### config.mk
export PLATFORM = sky130hd
export DESIGN_NAME = kbd_beep_port
export DESIGN_NICKNAME = d
export VERILOG_FILES = /design/src/rtl/kbp_pkg.sv /design/src/rtl/kbp_select.sv /design/src/rtl/kbp_out_latch.sv /design/src/rtl/kbp_key_merge.sv /design/src/rtl/kbp_audio_fb.sv /design/src/rtl/kbd_beep_port.sv
export SDC_FILE = /design/constraint.sdc
export NUM_CORES = 1
export LEC_CHECK = 0
export ABC_AREA = 1
export BUFFER_PORTS_ARGS = -buffer_cell sky130_fd_sc_hd__buf_2
export CAP_MARGIN = 25
export CORE_ASPECT_RATIO = 1.1
export CORE_MARGIN = 2
export CORE_UTILIZATION = 30
export CTS_CLUSTER_DIAMETER = 50
export DETAILED_ROUTE_END_ITERATION = 7
export GPL_TIMING_DRIVEN = 0
export PLACE_DENSITY = 0.91
export SYNTH_ARGS = -nofsm -noshare
export SYNTH_HDL_FRONTEND = slang
export SYNTH_SLANG_ARGS = --single-unit
### constraint.sdc
create_clock -name clk -period 0.95 [get_ports clk]
set_input_delay 0 -clock clk [delete_from_list [all_inputs] [get_ports clk]]
set_output_delay 0 -clock clk [all_outputs]
set_load 0.01 [all_outputs]
### src/rtl/kbp_pkg.sv
// Shared constants and the stored-state layout for the keyboard/beeper port.
// Assumes the key matrix fits under the upper address byte (rows <= 8).
package kbp_pkg;
    localparam int KBP_ROWS   = 8;
    localparam int KBP_COLS   = 5;
    localparam int KBP_ADDR_W = 16;
    localparam int KBP_DATA_W = 8;
    localparam int KBP_ROW_LSB = 8;

    // Raw copy of the written bits 4:0; bit 4 is sound, bit 3 tape (low = on)
    typedef struct packed {
        logic       snd;
        logic       tape_n;
        logic [2:0] colour;
    } kbp_state_t;
endpackage

### src/rtl/kbp_select.sv
// Port select: the port answers on every even I/O address.
// Assumes bit 0 is the only address bit that takes part in decoding.
module kbp_select #(
    parameter int ADDR_W = 16
) (
    input  logic [ADDR_W-1:0] addr,
    output logic              hit
);
    logic unused_addr_bits;

    // Select whenever the low address bit is clear
    assign hit = ~addr[0];
    // Remaining bits carry no decode meaning here
    assign unused_addr_bits = ^addr[ADDR_W-1:1];
endmodule

### src/rtl/kbp_out_latch.sv
// Output latch: holds border colour and sound bits taken from a port write.
// Assumes a single-cycle write strobe; clears to zero on synchronous reset.
module kbp_out_latch
    import kbp_pkg::*;
#(
    parameter int DATA_W = 8
) (
    input  logic              clk,
    input  logic              rst_n,
    input  logic              wr_en,
    input  logic [DATA_W-1:0] wdata,
    output kbp_state_t        state_q
);
    logic unused_wdata_hi;

    // Capture the low five data bits on a selected write
    always_ff @(posedge clk) begin
        if (!rst_n)
            state_q <= '0;
        else if (wr_en)
            state_q <= kbp_state_t'(wdata[4:0]);
    end

    // Upper data bits have no function on this port
    assign unused_wdata_hi = ^wdata[DATA_W-1:5];
endmodule

### src/rtl/kbp_key_merge.sv
// Key matrix merge: turns the pressed-key vector into active-low column data.
// A column reads low if a pressed key in that column sits in a selected row,
// which gives the AND of the active-low rows. Row selects are active low.
module kbp_key_merge #(
    parameter int ROWS = 8,
    parameter int COLS = 5,
    localparam int KEYS = ROWS * COLS
) (
    input  logic [ROWS-1:0] row_sel_n,
    input  logic [KEYS-1:0] key_down,
    output logic [COLS-1:0] col_n
);
    for (genvar c = 0; c < COLS; c++) begin : g_col
        logic hit_any;

        // OR the pressed state of this column over all selected rows
        always_comb begin
            hit_any = 1'b0;
            for (int r = 0; r < ROWS; r++)
                hit_any = hit_any | (key_down[r*COLS + c] & ~row_sel_n[r]);
        end

        assign col_n[c] = ~hit_any;
    end
endmodule

### src/rtl/kbp_audio_fb.sv
// Audio read-back: gives the level of the shared sound line as seen by a read.
// The revision picks which stored bits pull the line above threshold;
// the external input is a clean digital level ORed in.
module kbp_audio_fb
    import kbp_pkg::*;
#(
    parameter int REV = 3
) (
    input  kbp_state_t state_q,
    input  logic       ear_in,
    output logic       level
);
    logic driven;

    if (REV == 2) begin : g_rev2
        // Either sound bit alone keeps the line high
        assign driven = state_q.snd | state_q.tape_n;
    end else begin : g_rev3
        // Only the speaker bit keeps the line high
        assign driven = state_q.snd;
        logic unused_tape;
        assign unused_tape = state_q.tape_n;
    end

    // Combine driven level with the external input
    assign level = driven | ear_in;
endmodule

### src/rtl/kbd_beep_port.sv
// Keyboard and beeper I/O port (top).
// Writes store border colour and sound bits; reads return key columns,
// audio read-back and constant ones. Reads are combinational in the
// read cycle; when not read the data bus idles at all ones.
module kbd_beep_port
    import kbp_pkg::*;
#(
    parameter int BOARD_REV = 3,
    parameter int ROWS      = KBP_ROWS,
    parameter int COLS      = KBP_COLS,
    localparam int KEYS     = ROWS * COLS
) (
    input  logic                  clk,
    input  logic                  rst_n,
    input  logic [KBP_ADDR_W-1:0] io_addr,
    input  logic                  io_wr,
    input  logic                  io_rd,
    input  logic [KBP_DATA_W-1:0] io_wdata,
    output logic [KBP_DATA_W-1:0] io_rdata,
    input  logic [KEYS-1:0]       key_down,
    input  logic                  ear_in,
    output logic [2:0]            border,
    output logic                  mic_on,
    output logic                  spk_on
);
    logic            hit;
    kbp_state_t      state_q;
    logic [COLS-1:0] col_n;
    logic            snd_level;

    kbp_select #(.ADDR_W(KBP_ADDR_W)) u_sel (
        .addr (io_addr),
        .hit  (hit)
    );

    kbp_out_latch #(.DATA_W(KBP_DATA_W)) u_latch (
        .clk     (clk),
        .rst_n   (rst_n),
        .wr_en   (io_wr & hit),
        .wdata   (io_wdata),
        .state_q (state_q)
    );

    kbp_key_merge #(.ROWS(ROWS), .COLS(COLS)) u_keys (
        .row_sel_n (io_addr[KBP_ROW_LSB +: ROWS]),
        .key_down  (key_down),
        .col_n     (col_n)
    );

    kbp_audio_fb #(.REV(BOARD_REV)) u_audio (
        .state_q (state_q),
        .ear_in  (ear_in),
        .level   (snd_level)
    );

    // Assemble the read byte, idle bus outside a selected read
    always_comb begin
        io_rdata = '1;
        if (io_rd && hit) begin
            io_rdata[COLS-1:0] = col_n;
            io_rdata[6]        = snd_level;
        end
    end

    // Drive the stored state onto the outputs
    assign border = state_q.colour;
    assign mic_on = ~state_q.tape_n;
    assign spk_on = state_q.snd;
endmodule

# == After elaboration in Yosys (flattened, before gate mapping) ==
# Index checks and enable logic that the tools add are counted.
# totals
reg_bits,5
input_bits,69
out_inout_bits,13
elab_cells,98
# classes
n_mux,2
bitwise_logic,92
reduce_logical,1
# ops
op,n
$and A1 B1 Y1,41
$or A1 B1 Y1,36
$not A1 Y1,15
$mux W5,1
$logic_and A1 B1 Y1,1
$mux W1,1

# == Longest topological paths before layout ==
# Gate-level depths: netlist of the first run.
# logic_depth
ltp_word,11
mapped_depth,6
depth_no_buf,6

# == Cells and area by module ==
# From an unflattened synthesis of the first run, not the netlist that was laid out.
# hier_totals
hier_cells,156
hier_area_um2,689.4
# modules_own_cells
mod,instances,cells_each,area_each_um2,seq_area_each_um2
kbp_key_merge,1,103,386.6,0.0
kbp_out_latch,1,31,205.2,100.1
kbd_beep_port,1,18,82.6,0.0
kbp_audio_fb,1,3,11.3,0.0
kbp_select,1,1,3.8,0.0

# == Worst setup path after synthesis of the first run ==
# OpenSTA, ideal clock, no wires.
# synth_timing
kind,register to register
from,register u_latch.state_q[4] (netlist name)
to,register u_latch.state_q[4] (netlist name)
setup_time_ns,0.116
arrival_ns,0.468
required_ns,0.834
setup_slack_ns,0.366
stages_incl_launch_ff,3
path_buffers,0
synth_period_minus_slack_ns,0.584
cell_sequence,dfxtp_1 nor2_1 nor2_1

# == Worst setup path after layout of the first run ==
# layout_timing
from,register u_latch.state_q[4] (netlist name)
to,output port io_rdata[6]
# layout_between
elab_chain_cells,2
# layout_rtl
item,line_no,rtl
$or A1 B1 Y1,kbp_audio_fb.sv:26,assign level = driven | ear_in;
$mux W1,kbd_beep_port.sv:59,if (io_rd && hit) begin
to (decl),kbd_beep_port.sv:19,"output logic [KBP_DATA_W-1:0] io_rdata,"
# No other way between the ends.

==> results of run 1 <==
power by group:
part | switching [uW] | leakage, uW | total, uW | internal (uW)
logic | 162 | 0.000601 | 337 | 175
registers | 6.85 | 0.0000413 | 232 | 225
clock network | 84.7 | 0.0000150 | 243 | 159
total | 254 | 0.000657 | 812 | 558
repair_timing:
| action | in CTS | in global routing |
|---|---|---|
| setup endpoints to repair | 0 | 1 |
| gates resized for setup | 0 | 0 |
| hold buffers | 0 | 0 |
critical path, delay by kind of cell, from the launching register on:
family	cells	cell delay [ns]
buf+inv	1	0.15
flops	1	0.31
simple gates	2	0.13
per-layer routing:
metal	GRT usage	up-vias
li1	-	497
met1	0.182	339
met2	0.268	38
met3	0.0330	0
met4	0.0539	0
met5	0	-
final cells by class:
type / count / share of cell area
buffer: 5 / 0.0388
clock buffer: 4 / 0.0272
inverter: 12 / 0.0466
multi-input combinational: 100 / 0.404
sequential: 5 / 0.103
tap: 18 / 0.0233
timing repair buffer: 69 / 0.357
Yosys cell counts:
master   count
nand2_1     71
nor2_1      20
inv_1        9
buf_4        5
dfxtp_1      5
o21ai_0      4
inv_2        3
a21oi_1      1
conb_1       1
nand2_4      1
o21ai_1      1
worst max path at each step:
stage	endpoint	slack [ns]	cells past startpoint
detailed placement	io_rdata[1]	0.20	4
CTS	io_rdata[6]	0.08	3
finish	io_rdata[6]	0.11	3
global placement	io_rdata[0]	0.22	4
global route	io_rdata[6]	0.009	3
floorplan	u_latch.state_q[4]	0.37	2
metrics by stage:
step	utilization	total power (uW)	instance area, um2
floorplan	-	407	573
global placement	0.528	568	941
detailed placement	0.528	574	941
CTS	0.543	825	967
global route	0.543	890	967
finish	0.543	812	967
cell families after synthesis:
group                  count (synthesis)  synth area share
buffers and inverters                 17             0.145
other                                  1           0.00659
AO/OA/AOI/OAI                          6            0.0527
AND/OR/NAND/NOR                       92             0.620
flip-flops                             5             0.176
==> results by group, run 1 <==
Pwr
  • Power density cells: 840 nW/um2
  • Leakage Power: 0.000657 uW
  • Peak VDD IR: 0.713 mV

Timing
  • Pins Over Slew Limit: 0
  • Tcrit/Tclk final: 0.885
  • TNS Setup: 0 ns
  • Final Hold Fails: 0
  • FMAX: 1.19 GHz
  • Skew final: 0 ns
  • Fin crit period: 0.841 ns
  • Hold_ws: 0.0185 ns
  • Final setup violation count: 0
  • Setup ws final: 0.109 ns
  • RSZ-0062 raised after global routing: false

Hold path
  • WHS Endpoint: u_latch.state_q[4]
  • Worst hold start: io_wdata[4]
  • Min-Delay Path Class: in -> reg
  • Hold path cells: 3

Synth
  • Yosys warns: 0
  • Top cells by area, synth: nand2_1 47%, dfxtp_1 18%, nor2_1 13%
  • Seq cells post-synth: 5
  • Seq/Total Area, Yosys: 0.176
  • Mapped Cells: 121
  • Synth unique cells: 11
  • Synth area leader: nand2_1
  • Mapped Area: 569 um2
  • Top-area cell type share of the netlist area: 0.468
  • Post-Syn Area per Cell: 4.70 um2

Critical path
  • Data required, critical path: 0.95 ns
  • CP startpoint: u_latch.state_q[4]
  • Crit path max fanout: 3
  • Slowest cell on crit path: dfxtp_1
  • Setup CP Type: reg -> out
  • Reg2reg start: u_latch.state_q[2]
  • Crit start category: flip-flop
  • R2R depth: 2
  • Reg2reg end: u_latch.state_q[2]
  • Worst setup EP type: primary output
  • CP max stage delay: 0.31 ns
  • R2R Setup Slk: 0.35 ns
  • Crit path cell chain: nor2_1 > nand2_1 > buf_2
  • Critical Path AT: 0.84 ns

Clock tree
  • Sink Count: 5
  • CTS H-tree lvls: 1
  • Reg clk slew, reported paths: 0.04 ns
  • Worst-Skew Late Latency: 0.24 ns
  • Setup Buffers After CTS: 0
  • CTS tree: built
  • Clock root buffer: clkbuf_4
  • Total CTS buffers: 3
  • Max clock buf depth: 2

Global route
  • Number of global-route vias before repair: 701
  • Gr ovfl total: 0
  • GRT Util Overall: 0.156
  • Initial antenna violation count: 0
  • Largest net degree at the start of global routing: 8
  • First-pass GRT wire length: 2.68 mm

Final layout
  • Final Net Count: 265
  • Largest reg by FF count: u_latch.state_q
  • Ant diodes: 0
  • Footprint of the multi-input gates: 390 um2
  • Area growth, synth to finish: 69.9%
  • Most common cell after layout, fill and taps aside: nand2_1
  • Reg area: 100 um2
  • Most frequent cells in the layout: 71 x nand2_1, 69 x buf_2, 20 x nor2_1
  • Largest regs: u_latch.state_q: 5 flops
  • Cell Count, Final, Fillers Out: 213
  • Layout fillers: 194
  • Fraction of layout cells with a size suffix above 1: 0.415
  • Max reg flops: 5

Drt
  • Routed length on met1: 707 um
  • Iter 0 DRT Violations: 5
  • WL final: 1.72 mm
  • Routed wire per std cell: 8.06 um
  • DRT Pass-1 Iters: 4
  • Vias: 874
  • Uppermost layer routed: met3
  • Antenna viol nets, final: 0
  • Metal3 WL: 154 um
  • DRC Markers: 0
  • Met2 WL post-DR: 855 um
  • Vias/cell: 4.10

Job
  • Max-cap violations: 0

Placed design
  • Global placer's final weighted congestion: 0.776
  • Placed insts: 209
  • Worst slack at placement: 0.201 ns
  • Port buffer count: 69
  • Placed wire-length estimate: 1.47 mm

Die
  • Die area: 2260 um2
  • Die X: 45.5 um
  • I/O pins: 82
  • Row count: 16
  • Die Ht: 49.7 um
  • Initial Utilization: 0.320
  • Core footprint: 1780 um2

Run status
  • Status: completed
No activity file was read; power rests on OpenSTA's default activity.
==> inputs of run 2 (changes only) <==
--- a/config.mk
+++ b/config.mk
@@ -14,7 +14,7 @@
 export CTS_CLUSTER_DIAMETER = 50
 export DETAILED_ROUTE_END_ITERATION = 7
 export GPL_TIMING_DRIVEN = 0
-export PLACE_DENSITY = 0.91
+export PLACE_DENSITY = 0.81
 export SYNTH_ARGS = -nofsm -noshare
 export SYNTH_HDL_FRONTEND = slang
 export SYNTH_SLANG_ARGS = --single-unit
==> run 2 against run 1 <==
  * Clock power barely moved
  * Maximum frequency is 4.9% lower
  * Final cell count unchanged
  * Global-route usage increased by 0.80 points
  * Clock skew is the same
  * Sequential cell count unchanged
  * Total power shrank 0.20%
  * Via count shrank 0.57%
  * Count of clock-buffer cells in the layout is the same
  * Sequential share of layout area stayed put
  * Hold slack lost 0.0070 ns
==> results by group, run 2 (synthesized netlist as in run 1, its figures left out) <==
Drt
  • Antenna viol nets, final: 0
  • Vias: 869
  • WL final: 1.74 mm
  • Routed wire per std cell: 8.16 um
  • DRC Markers: 0
  • Iter 0 DRT Violations: 9
  • Vias/cell: 4.08
  • DRT Pass-1 Iters: 4

Die
  • Initial Utilization: 0.320
  • Row count: 16
  • Die area: 2260 um2
  • Core footprint: 1780 um2
  • I/O pins: 82
  • Die Ht: 49.7 um
  • Die X: 45.5 um

Critical path
  • Slowest cell on crit path: dfxtp_1
  • Data required, critical path: 0.95 ns
  • CP max stage delay: 0.32 ns
  • Worst setup EP type: primary output
  • Crit path max fanout: 3
  • Buf+Inv Stages, Crit Path: 1
  • Setup CP Type: reg -> out
  • R2R Setup Slk: 0.39 ns
  • Critical Path AT: 0.88 ns
  • Crit start category: flip-flop
  • Crit path cell chain: nor2_1 > nand2_1 > buf_2
  • Reg2reg end: u_latch.state_q[4]
  • Reg2reg start: u_latch.state_q[4]
  • R2R depth: 2
  • Top delay family on crit path: flip-flops

Timing
  • FMAX: 1.13 GHz
  • Final Hold Fails: 0
  • Tcrit/Tclk final: 0.931
  • TNS Setup: 0 ns
  • Skew final: 0 ns
  • Pins Over Slew Limit: 0
  • RSZ-0062 raised after global routing: false
  • Fin crit period: 0.884 ns
  • Final setup violation count: 0

Hold path
  • Min-Delay Path Class: in -> reg
  • WHS Endpoint: u_latch.state_q[4]
  • Hold path cells: 3
  • Worst hold start: io_wdata[4]

Placed design
  • Placed Area: 941 um2
  • Global placer's final weighted congestion: 0.736
  • Placed wire-length estimate: 1.49 mm
  • Port buffer count: 69

Clock tree
  • Sink Count: 5
  • CTS H-tree lvls: 1
  • Worst-Skew Late Latency: 0.24 ns
  • CTS tree: built
  • Setup Buffers After CTS: 0
  • PostCTS Resize Cnt: 0
  • Hold Buf Count CTS: 0
  • Clock root buffer: clkbuf_4
  • Reg clk slew, reported paths: 0.04 ns
  • Total CTS buffers: 3
  • Max clock buf depth: 2

Final layout
  • Max reg flops: 5
  • Most common cell after layout, fill and taps aside: nand2_1
  • Area growth, synth to finish: 69.9%
  • Largest reg by FF count: u_latch.state_q
  • Largest regs: u_latch.state_q: 5 flops
  • Post-route cell area: 967 um2
  • Most frequent cells in the layout: 71 x nand2_1, 69 x buf_2, 20 x nor2_1
  • Final Net Count: 265
  • Ant diodes: 0
  • Fraction of layout cells with a size suffix above 1: 0.415

Run status
  • Status: completed

Global route
  • Number of global-route vias before repair: 797
  • First-pass GRT wire length: 2.87 mm
  • GRT Util Overall: 0.164
  • Largest net degree at the start of global routing: 8
  • Gr ovfl total: 0
  • Initial antenna violation count: 0

Job
  • Max-cap violations: 0

Pwr
  • Leakage Power: 0.000658 uW
  • Power Total: 811 uW
  • Power density cells: 838 nW/um2
  • Peak VDD IR: 0.972 mV
run 2: cell counts in the layout (fill, tap and decap cells not counted):
Identical to the previous run, type by type.
run 2: layer usage:
layer	vias up	track usage	wire length [um]
li1	498	-	-
met1	327	0.176	710
met2	44	0.300	841
met3	0	0.0403	186
met4	0	0.0441	0
met5	-	0	0
run 2: tightest hold or removal path, delay by kind of cell:
kind,cells,cell delay [ns]
AOI/OAI and AO/OA,1,0.07
buffers and inverters,1,0.07
and+or+nand+nor,1,0.07
run 2: how the worst max path moves through the flow:
stage,start,end,slack [ns],cells past startpoint
4_1_cts,u_latch.state_q[4],io_rdata[6],0.05,3
2_1_floorplan,u_latch.state_q[4],u_latch.state_q[4],0.37,2
3_3_place_gp,io_addr[0],io_rdata[2],0.28,4
5_1_grt,u_latch.state_q[4],io_rdata[6],0.02,3
3_5_place_dp,io_addr[0],io_rdata[6],0.25,4
6_report,u_latch.state_q[4],io_rdata[6],0.07,3
run 2: power breakdown:
part / switching [uW] / total (uW) / internal, uW
sequential: 6.84 / 232 / 225
combinational: 163 / 337 / 175
clock: 83.1 / 242 / 159
total: 252 / 811 / 558
run 2: area by class of cell:
type	instances	area (um2)
multi-input cells	100	390
flip-flops and latches	5	100
fillers	207	815
well taps	18	22.5
plain buffers	5	37.5
inverters	12	45.0
clock buffers	4	26.3
repair buffers	69	345
run 2: metrics by stage:
| stage | utilization | setup slack [ns] | cells | hold slack (ns) |
|---|---|---|---|---|
| 5_1_grt | 0.543 | 0.0211 | 213 | 0.0159 |
| 6_report | 0.543 | 0.0660 | 213 | 0.0116 |
| 4_1_cts | 0.543 | 0.0538 | 213 | 0.0113 |
| 3_3_place_gp | 0.528 | 0.284 | 209 | 0.251 |
| 2_1_floorplan | - | 0.366 | 122 | 0.111 |
| 3_5_place_dp | 0.528 | 0.249 | 209 | 0.258 |
